[config.mk]
export PLATFORM = sky130hd
export DESIGN_NAME = adc_cal_corrector
export DESIGN_NICKNAME = d
export VERILOG_FILES = /design/src/rtl/adc_cal_pkg.sv /design/src/rtl/cal_slot_decode.sv /design/src/rtl/cal_coef_bank.sv /design/src/rtl/cal_mac_pipe.sv /design/src/rtl/adc_cal_corrector.sv
export SDC_FILE = /design/constraint.sdc
export NUM_CORES = 2
export LEC_CHECK = 0
export BUFFER_PORTS_ARGS = -buffer_cell sky130_fd_sc_hd__buf_2
export CAP_MARGIN = 25
export CORE_UTILIZATION = 61
export DETAILED_ROUTE_END_ITERATION = 8
export HOLD_SLACK_MARGIN = 0.1
export PLACE_DENSITY = 0.8
export SLEW_MARGIN = 10
export SYNTH_ARGS = -nofsm -noshare
export SYNTH_HDL_FRONTEND = slang
export SYNTH_HIERARCHICAL = 1
export SYNTH_SLANG_ARGS = --single-unit
export TNS_END_PERCENT = 20
[constraint.sdc]
create_clock -name clk -period 42.4 [get_ports clk]
set_clock_uncertainty 0.15 [all_clocks]
set_input_delay 12.72 -clock clk [delete_from_list [all_inputs] [get_ports clk]]
set_output_delay 12.72 -clock clk [all_outputs]
set_load 0.03 [all_outputs]
[src/rtl/adc_cal_pkg.sv]
// Shared constants and types for the calibration corrector.
// Assumes exactly seven frequency slots whose byte codes are listed below.
package adc_cal_pkg;

    localparam int NUM_SLOTS   = 7;
    localparam int FREQ_CODE_W = 8;

    // Byte code that names each slot, slot index order.
    localparam logic [FREQ_CODE_W-1:0] SLOT_CODE [NUM_SLOTS] = '{
        8'd0, 8'd50, 8'd80, 8'd100, 8'd110, 8'd120, 8'd125
    };

    // Position of a word inside one channel's coefficient pair.
    typedef enum logic {
        COEF_SCALE  = 1'b0,
        COEF_OFFSET = 1'b1
    } coef_kind_e;

endpackage

[src/rtl/cal_slot_decode.sv]
// Maps a sampling-frequency byte code onto a coefficient slot index.
// Assumes slot codes are distinct; a code matching none selects slot 0.
module cal_slot_decode
    import adc_cal_pkg::*;
#(
    parameter int SLOT_W = 3
) (
    input  logic [FREQ_CODE_W-1:0] freq_code,
    output logic [SLOT_W-1:0]      slot
);

    logic [NUM_SLOTS-1:0] hit;

    // One comparator per slot code.
    for (genvar i = 0; i < NUM_SLOTS; i++) begin : g_cmp
        assign hit[i] = (freq_code == SLOT_CODE[i]);
    end

    // Pick the matching slot, defaulting to slot 0.
    always_comb begin
        slot = '0;
        for (int i = 0; i < NUM_SLOTS; i++) begin
            if (hit[i]) slot = SLOT_W'(i);
        end
    end

endmodule

[src/rtl/cal_coef_bank.sv]
// Coefficient storage: a shadow copy written by the config port and a
// working copy read by the datapath. The working copy reloads from the
// shadow copy on every cycle that carries no sample.
// Assumes rd_slot < NUM_SLOTS and rd_ch < NUM_CH.
module cal_coef_bank
    import adc_cal_pkg::*;
#(
    parameter int COEF_W = 24,
    parameter int NUM_CH = 2,
    parameter int ADDR_W = 5,
    parameter int SLOT_W = 3,
    parameter int CH_W   = 1
) (
    input  logic                     clk,
    input  logic                     rst_n,
    input  logic                     wr_en,
    input  logic [ADDR_W-1:0]        wr_addr,
    input  logic signed [COEF_W-1:0] wr_data,
    input  logic                     smp_valid,
    input  logic [SLOT_W-1:0]        rd_slot,
    input  logic [CH_W-1:0]          rd_ch,
    output logic signed [COEF_W-1:0] rd_scale,
    output logic signed [COEF_W-1:0] rd_offset
);

    localparam int WORDS_PER_SLOT = 2 * NUM_CH;
    localparam int NUM_WORDS      = NUM_SLOTS * WORDS_PER_SLOT;
    localparam int IDX_W          = $clog2(NUM_WORDS);

    logic signed [COEF_W-1:0] shadow_q [NUM_WORDS];
    logic signed [COEF_W-1:0] active_q [NUM_WORDS];
    logic [IDX_W-1:0]         base_idx;
    logic                     wr_hit;

    assign wr_hit = wr_en && (int'(wr_addr) < NUM_WORDS);

    // Config writes land in the shadow copy; out-of-range addresses dropped.
    always_ff @(posedge clk) begin
        if (!rst_n) begin
            for (int w = 0; w < NUM_WORDS; w++) shadow_q[w] <= '0;
        end else if (wr_hit) begin
            shadow_q[IDX_W'(wr_addr)] <= wr_data;
        end
    end

    // Working copy follows the shadow copy only while no sample is present.
    always_ff @(posedge clk) begin
        if (!rst_n) begin
            for (int w = 0; w < NUM_WORDS; w++) active_q[w] <= '0;
        end else if (!smp_valid) begin
            for (int w = 0; w < NUM_WORDS; w++) active_q[w] <= shadow_q[w];
        end
    end

    // Read the scale/offset pair of the requested slot and channel.
    always_comb begin
        base_idx  = IDX_W'(int'(rd_slot) * WORDS_PER_SLOT + int'(rd_ch) * 2);
        rd_scale  = active_q[base_idx + IDX_W'(COEF_SCALE)];
        rd_offset = active_q[base_idx + IDX_W'(COEF_OFFSET)];
    end

    for (genvar w = 0; w < NUM_WORDS; w++) begin : g_chk
        // working copy is frozen across any cycle carrying a sample.
        a_r8_active_frozen: assert property (@(posedge clk) disable iff (!rst_n)
            smp_valid |=> $stable(active_q[w]));
        // an addressed write lands exactly in its word.
        a_r2_write_lands: assert property (@(posedge clk) disable iff (!rst_n)
            (wr_en && int'(wr_addr) == w) |=> (shadow_q[w] == $past(wr_data)));
        // a word not addressed by a write keeps its value.
        a_r2_other_words_hold: assert property (@(posedge clk) disable iff (!rst_n)
            !(wr_en && int'(wr_addr) == w) |=> $stable(shadow_q[w]));
    end

endmodule

[src/rtl/cal_mac_pipe.sv]
// Three-stage multiply-add: stage 1 registers sample and coefficients,
// stage 2 forms the product, stage 3 adds the offset and clamps.
// Assumes coefficients and output share one fixed-point format.
module cal_mac_pipe #(
    parameter int SAMPLE_W = 14,
    parameter int COEF_W   = 24,
    parameter int CH_W     = 1
) (
    input  logic                       clk,
    input  logic                       rst_n,
    input  logic                       in_valid,
    input  logic [CH_W-1:0]            in_ch,
    input  logic signed [SAMPLE_W-1:0] in_sample,
    input  logic signed [COEF_W-1:0]   in_scale,
    input  logic signed [COEF_W-1:0]   in_offset,
    output logic                       out_valid,
    output logic [CH_W-1:0]            out_ch,
    output logic signed [COEF_W-1:0]   out_data
);

    localparam int PROD_W = SAMPLE_W + COEF_W;
    localparam int SUM_W  = PROD_W + 1;
    localparam int HI_W   = SUM_W - COEF_W + 1;

    logic                       s1_valid, s2_valid;
    logic [CH_W-1:0]            s1_ch, s2_ch;
    logic signed [SAMPLE_W-1:0] s1_sample;
    logic signed [COEF_W-1:0]   s1_scale, s1_offset, s2_offset;
    logic signed [PROD_W-1:0]   s2_prod;
    logic signed [SUM_W-1:0]    sum_w;
    logic [HI_W-1:0]            sum_hi;
    logic signed [COEF_W-1:0]   clamped;

    // Stage 1: capture the sample with the coefficients chosen for it.
    always_ff @(posedge clk) begin
        if (!rst_n) begin
            s1_valid <= 1'b0; s1_ch <= '0; s1_sample <= '0;
            s1_scale <= '0;   s1_offset <= '0;
        end else begin
            s1_valid <= in_valid; s1_ch <= in_ch; s1_sample <= in_sample;
            s1_scale <= in_scale; s1_offset <= in_offset;
        end
    end

    // Stage 2: full-width signed product.
    always_ff @(posedge clk) begin
        if (!rst_n) begin
            s2_valid <= 1'b0; s2_ch <= '0; s2_prod <= '0; s2_offset <= '0;
        end else begin
            s2_valid  <= s1_valid;
            s2_ch     <= s1_ch;
            s2_prod   <= PROD_W'(s1_sample) * PROD_W'(s1_scale);
            s2_offset <= s1_offset;
        end
    end

    // Offset add and clamp to the output range.
    always_comb begin
        sum_w  = SUM_W'(s2_prod) + SUM_W'(s2_offset);
        sum_hi = sum_w[SUM_W-1:COEF_W-1];
        if (sum_hi == '0 || sum_hi == '1)
            clamped = sum_w[COEF_W-1:0];
        else if (sum_w[SUM_W-1])
            clamped = {1'b1, {(COEF_W-1){1'b0}}};
        else
            clamped = {1'b0, {(COEF_W-1){1'b1}}};
    end

    // Stage 3: register the clamped result with its tag.
    always_ff @(posedge clk) begin
        if (!rst_n) begin
            out_valid <= 1'b0; out_ch <= '0; out_data <= '0;
        end else begin
            out_valid <= s2_valid;
            out_ch    <= s2_ch;
            out_data  <= clamped;
        end
    end

    // two non-negative terms never wrap to a negative result.
    a_r7_no_wrap_pos: assert property (@(posedge clk) disable iff (!rst_n)
        (s2_valid && !s2_prod[PROD_W-1] && !s2_offset[COEF_W-1]) |=> !out_data[COEF_W-1]);
    // two negative terms never wrap to a non-negative result.
    a_r7_no_wrap_neg: assert property (@(posedge clk) disable iff (!rst_n)
        (s2_valid && s2_prod[PROD_W-1] && s2_offset[COEF_W-1]) |=> out_data[COEF_W-1]);

endmodule

[src/rtl/adc_cal_corrector.sv]
// Top of the calibration corrector: slot decode, coefficient bank and
// multiply-add pipeline. Assumes one sample per cycle at most and that
// in_ch is below NUM_CH.
module adc_cal_corrector
    import adc_cal_pkg::*;
#(
    parameter int SAMPLE_W = 14,
    parameter int COEF_W   = 24,
    parameter int NUM_CH   = 2,
    localparam int CH_W    = (NUM_CH > 1) ? $clog2(NUM_CH) : 1,
    localparam int SLOT_W  = $clog2(NUM_SLOTS),
    localparam int ADDR_W  = $clog2(NUM_SLOTS * 2 * NUM_CH)
) (
    input  logic                       clk,
    input  logic                       rst_n,
    input  logic                       cfg_we,
    input  logic [ADDR_W-1:0]          cfg_addr,
    input  logic signed [COEF_W-1:0]   cfg_wdata,
    input  logic [FREQ_CODE_W-1:0]     freq_code,
    input  logic                       in_valid,
    input  logic [CH_W-1:0]            in_ch,
    input  logic signed [SAMPLE_W-1:0] in_sample,
    output logic                       out_valid,
    output logic [CH_W-1:0]            out_ch,
    output logic signed [COEF_W-1:0]   out_data
);

    logic [SLOT_W-1:0]        sel_slot;
    logic signed [COEF_W-1:0] cur_scale, cur_offset;

    cal_slot_decode #(.SLOT_W(SLOT_W)) u_decode (
        .freq_code (freq_code),
        .slot      (sel_slot)
    );

    cal_coef_bank #(
        .COEF_W (COEF_W), .NUM_CH (NUM_CH), .ADDR_W (ADDR_W),
        .SLOT_W (SLOT_W), .CH_W   (CH_W)
    ) u_bank (
        .clk       (clk),
        .rst_n     (rst_n),
        .wr_en     (cfg_we),
        .wr_addr   (cfg_addr),
        .wr_data   (cfg_wdata),
        .smp_valid (in_valid),
        .rd_slot   (sel_slot),
        .rd_ch     (in_ch),
        .rd_scale  (cur_scale),
        .rd_offset (cur_offset)
    );

    cal_mac_pipe #(
        .SAMPLE_W (SAMPLE_W), .COEF_W (COEF_W), .CH_W (CH_W)
    ) u_pipe (
        .clk       (clk),
        .rst_n     (rst_n),
        .in_valid  (in_valid),
        .in_ch     (in_ch),
        .in_sample (in_sample),
        .in_scale  (cur_scale),
        .in_offset (cur_offset),
        .out_valid (out_valid),
        .out_ch    (out_ch),
        .out_data  (out_data)
    );

    // the decoded slot always names an existing slot.
    a_r4_slot_in_range: assert property (@(posedge clk) disable iff (!rst_n)
        int'(sel_slot) < NUM_SLOTS);
    // every accepted sample emerges three edges later.
    a_r5_latency: assert property (@(posedge clk) disable iff (!rst_n)
        in_valid |=> ##2 out_valid);
    // the tag travels with the sample.
    a_r5_tag_kept: assert property (@(posedge clk) disable iff (!rst_n)
        in_valid |=> ##2 (out_ch == $past(in_ch, 3)));
    // no output without an input three edges earlier.
    a_r5_no_spurious: assert property (@(posedge clk) disable iff (!rst_n)
        out_valid |-> $past(in_valid, 3));

endmodule

# Word level (Yosys, flattened, before mapping)

Memories as Yosys holds them, arrays and structs flattened. A register that Yosys moved wholly into a read port is not among the register bits.
Index checks and enable logic that the tools add are counted.
Widths: inputs -> output; s select.

Bits in registers: 106
Memory bits (writable): 1344
Bits of input ports: 56
Logic and storage cells: 104
Memories kept: 2

Add/sub/neg operators: 3
Multiply operators: 1
Magnitude comparators: 1
Eq/ne operators: 7
Muxes and demuxes: 46
Bitwise gates (word level): 28
Reductions and logical operators: 6

Memory list:

| memory          | words | bits a word | read ports | clocked after Yosys merged registers in | write ports | RTL line            | RTL |
|---|---|---|---|---|---|---|---|
| u_bank.active_q | 28    | 24          | 2          | 2                                       | 28          | cal_coef_bank.sv:31 | `logic signed [COEF_W-1:0] active_q [NUM_WORDS];` |
| u_bank.shadow_q | 28    | 24          | 28         | 0                                       | 28          | cal_coef_bank.sv:30 | `logic signed [COEF_W-1:0] shadow_q [NUM_WORDS];` |

Operator list:

| kind                 | number |
|---|---|
| $mux 24              | 31 |
| $eq 8x7->1 const B   | 5 |
| $add 38x24->39       | 1 |
| $mul 14x24->38       | 1 |
| $or 1x1->1           | 28 |
| $reduce_or 24->1     | 1 |
| $eq 16x16->1 const B | 1 |
| $logic_not 16->1     | 1 |
| $mux 1               | 9 |
| $mux 3               | 3 |
| $eq 8x6->1 const B   | 1 |
| $add 5x1->5 const B  | 1 |
| $add 5x2->5          | 1 |
| $lt 5x5->1 const B   | 1 |
| $mux 5               | 1 |
| $mux 2               | 2 |
| $logic_not 1->1      | 2 |
| $logic_and 1x1->1    | 1 |
| $logic_or 1x1->1     | 1 |

# Logic depth before layout (Yosys ltp)

Word-level depth: 9
Gate-level depth with buffers: 24
Gate-level depth less buffers: 23

# By module

The synthesis kept the hierarchy.

Modules (own cells, without submodules):

| module          | times used | cells an instance | area an instance (um^2) |
|---|---|---|---|
| cal_coef_bank   | 1          | 3404              | 53809.1 |
| cal_mac_pipe    | 1          | 1978              | 18287.5 |
| cal_slot_decode | 1          | 13                | 112.6 |

# Least setup slack after synthesis

No wires, ideal clock.

Kind: input port to flip-flop
Start: in rst_n
End: mem u_bank.active_q[0][0], enable pin
Arrival time: 24253 ps
Required time: 37562 ps
Slack: 13308 ps
Stages: 4
Buffers on the path: 3
Cells stage by stage: buf_2 -> clkbuf_1 -> buf_1 -> nand2_1

RTL lines:

| element            | RTL line                | RTL |
|---|---|---|
| start: declaration | adc_cal_corrector.sv:15 | `input logic rst_n,` |
| end: declaration   | cal_coef_bank.sv:31     |  |

==> key figures <==
Run status
  – Outcome: finished, final reports clean

Yosys
  – Ys Warns: 6
  – Top FF cell, synth: edfxtp_1
  – Count leader, synth: edfxtp_1
  – Synth Area in Simple Gates: 14.8%
  – Post-synthesis mux area share: 5.92%
  – Largest family of logic cells by synthesized area: simple AND/OR/NAND/NOR gates
  – Post-synth cell types: 88
  – Post-Synth Adder-Cell Area: 10.9%
  – Post-Syn Area per Cell: 13.4 µm²
  – Area share of the largest cell type after synthesis: 55.9%
  – Post-synthesis xor/xnor area fraction: 0.776%
  – Part of the Yosys area used for sequential elements: 60.2%
  – Post-synth EDFFs: 1344
  – Synth Area in Compound Gates: 3.60%
  – Cell Area, Synth: 72200 µm²
  – Cell taking the most area after synthesis: edfxtp_1
  – Synth top cells by count: edfxtp_1 (1344), and2_1 (965), nor2_1 (701)
  – Yosys reg bits: 1498
  – Post-Synthesis Cells: 5395
  – Async SR Flop Fraction: 0%
  – Top cells by area, synth: edfxtp_1 (56%), fa_1 (8.8%), and2_1 (8.4%)
  – Syn nets: 5892

Die
  – IO Pins: 82
  – Row cnt: 125
  – Die width: 346 µm
  – Initial core utilization: 61.8%
  – Height of the die: 346 µm
  – Core Area: 117000 µm²
  – Die Area: 120000 µm²

Place
  – Hpwl dp: 112 mm
  – RD Place Congestion: 0.859
  – Buffers on Ports: 81
  – Cells after DPL: 6770
  – DP Worst Slack: 25.32 ns

Global route
  – First-pass GRT wire length: 265 mm
  – Vias in the first global route: 43883
  – GRT overflow: 0
  – Largest net degree at the start of global routing: 134
  – Initial antenna violation count: 10
  – Total GRT Usage: 30.1%

Routing
  – Final antenna-violating net count: 0
  – Via count: 43105
  – Initial DRC Count: 5202
  – Final wirelength: 179 mm
  – Wire per inst: 25.4 µm
  – TritonRoute pass-1 iters: 6
  – DRC Markers: 0
  – Vias/cell: 6.11

Timing
  – RSZ-0062 raised after global routing: no
  – Max_slew headroom: 27.8%
  – Final Hold Viols: 0
  – Fin crit share: 38.7%
  – Fmax: 60.9 MHz
  – Worst hold slack: 0.294 ns
  – Fin crit period: 16.41 ns
  – Post-route setup TNS: 0 ns
  – Pins over their slew limit: 0
  – Final setup fails: 0
  – Slew at the pin closest to its max-slew limit: 1.08 ns
  – Setup ws final: 25.99 ns

Pwr
  – Sw Pwr: 895 µW
  – Max VDD drop: 0.0436 mV
  – Sw frac: 25.2%
  – Leak: 0.0299 µW
  – Pwr/cell area: 44.9 nW/µm²
  – Tot Pwr: 3550 µW
  – Gate power share: 13.4%
  – Clock share of power: 36.8%
  – Power Internal: 2650 µW
  – Sequential power share: 49.8%

Hold path
  – Hold WC Path Type: reg2reg

Job
  – Maxcap violations: 0

Finish
  – Layout cells sized above 1: 11.7%
  – Final nets: 5900
  – Synthesis-to-finish area growth: 9.58%
  – Fin cells: 7057

Clock network
  – Reg clk slew, reported paths: 0.06 ns
  – # hold bufs at CTS: 0
  – Number of setup buffers added after CTS: 0
  – Post-cts resize count: 0
  – H-tree Lvls: 4
  – Clk sinks: 1498
  – Buffer levels on the longest clock path: 3
  – Root buffer cell: clkbuf_16
  – CTS tree: done
  – Worst-skew pair later-pin latency: 0.79 ns
  – CTS buffer count: 150

Worst setup path
  – Req. time, crit path: 42.67 ns
  – Critical path launch point type: input pin
  – Worst setup path class: in2reg
  – Crit path DAT: 16.68 ns
  – CP Capture Type: flip-flop
  – CP max FO: 133
placed cells by master, fill, tap and decap left out, types with 7 or more instances in the layout:
cell type,synthesis,final
ha_1,125,125
o22ai_1,48,48
nand3_1,18,18
mux2i_1,49,49
a211oi_1,11,11
clkbuf_1,213,49
and3_1,11,11
o21bai_1,7,7
o211ai_1,11,11
o21ai_0,56,35
clkinv_1,0,26
dfxtp_1,154,154
a31oi_1,9,8
a21oi_1,108,108
nand4_1,14,14
o21ai_4,0,28
clkinv_2,0,11
edfxtp_1,1344,1344
nor3_1,10,10
nor2_1,701,700
inv_1,349,348
and2_1,965,965
o31ai_2,18,18
bufinv_16,0,8
xnor2_1,38,38
mux2_2,48,48
xor2_1,26,26
clkbuf_8,9,10
buf_4,13,77
nand2b_1,17,15
clkbuf_16,0,158
o21a_1,12,12
buf_2,58,79
nand2_1,322,321
mux4_2,144,144
fa_1,316,316
a21o_1,36,36
state kept, by name (all words and copies together) (netlist names):
name,flops
u_pipe/out_data,24
u_pipe/s2_ch,1
u_pipe/s2_valid,1
u_pipe/s1_valid,1
u_pipe/s1_ch,1
u_pipe/s1_sample,14
u_pipe/s2_offset,24
u_pipe/s2_prod,38
u_bank/active_q,672
u_pipe/out_ch,1
u_bank/shadow_q,672
u_pipe/s1_scale,24
u_pipe/out_valid,1
u_pipe/s1_offset,24
through the flow:
step,utilization [%],instance area (µm²)
after global routing,67.7,79100
after floorplan,-,72200
final,67.7,79100
after detailed placement,63.5,74200
after CTS,67.6,79000
after global placement,63.4,74000
power groups by stage:
stage	Sequential, µW	Clock, µW	Combinational (µW)
after floorplan	1810	0	337
after global placement	1790	0	454
after detailed placement	1800	0	469
after CTS	1770	1320	473
after global routing	1770	1370	523
final	1770	1310	475
metal layers:
layer / global-route usage [%] / part of all wire [%] / vias to the layer above
met1: 38.2 / 35 / 21594
met5: 0 / 0.0073 / -
met3: 7.09 / 12 / 529
met4: 14.7 / 5.1 / 2
met2: 49.0 / 48 / 2500
li1: - / - / 18480
critical path: stages:
cell,delay [ns]
buf_8,0.49
buf_4,0.60
nand2_1,0.31
or4_4,0.78
buf_4,0.48
o21ai_4,0.59
buf_4,0.48
cell families after synthesis:
group,after synthesis
xor+xnor,64
simple gates,2108
buf+inv,662
fa+ha+maj,441
mux,241
compound gates,381
flops,1498
path summary, 6_finish.rpt:
kind / from / end / slack, ns / depth (start not counted)
setup / recovery: rst_n / u_bank/shadow_q[1][13] / 25.99 / 7
hold / removal: u_pipe/s1_ch / u_pipe/s2_ch / 0.29 / 1
setup reg to reg: u_pipe/s1_scale[11] / u_pipe/s2_prod[37] / 34.79 / 20
hold reg to reg: u_pipe/s1_ch / u_pipe/s2_ch / 0.29 / 1
cell type report:
cell class	count	area (µm²)
Antenna cell	6	15.0
Clock buffer	217	4280
Clock inverter	59	558
Fill cell	7668	37700
Inverter	350	1310
Multi-Input combinational cell	3235	26400
Sequential cell	1498	43400
Tap cell	1524	1910
Timing Repair Buffer	168	1240
(Power assumes the default switching activity.)
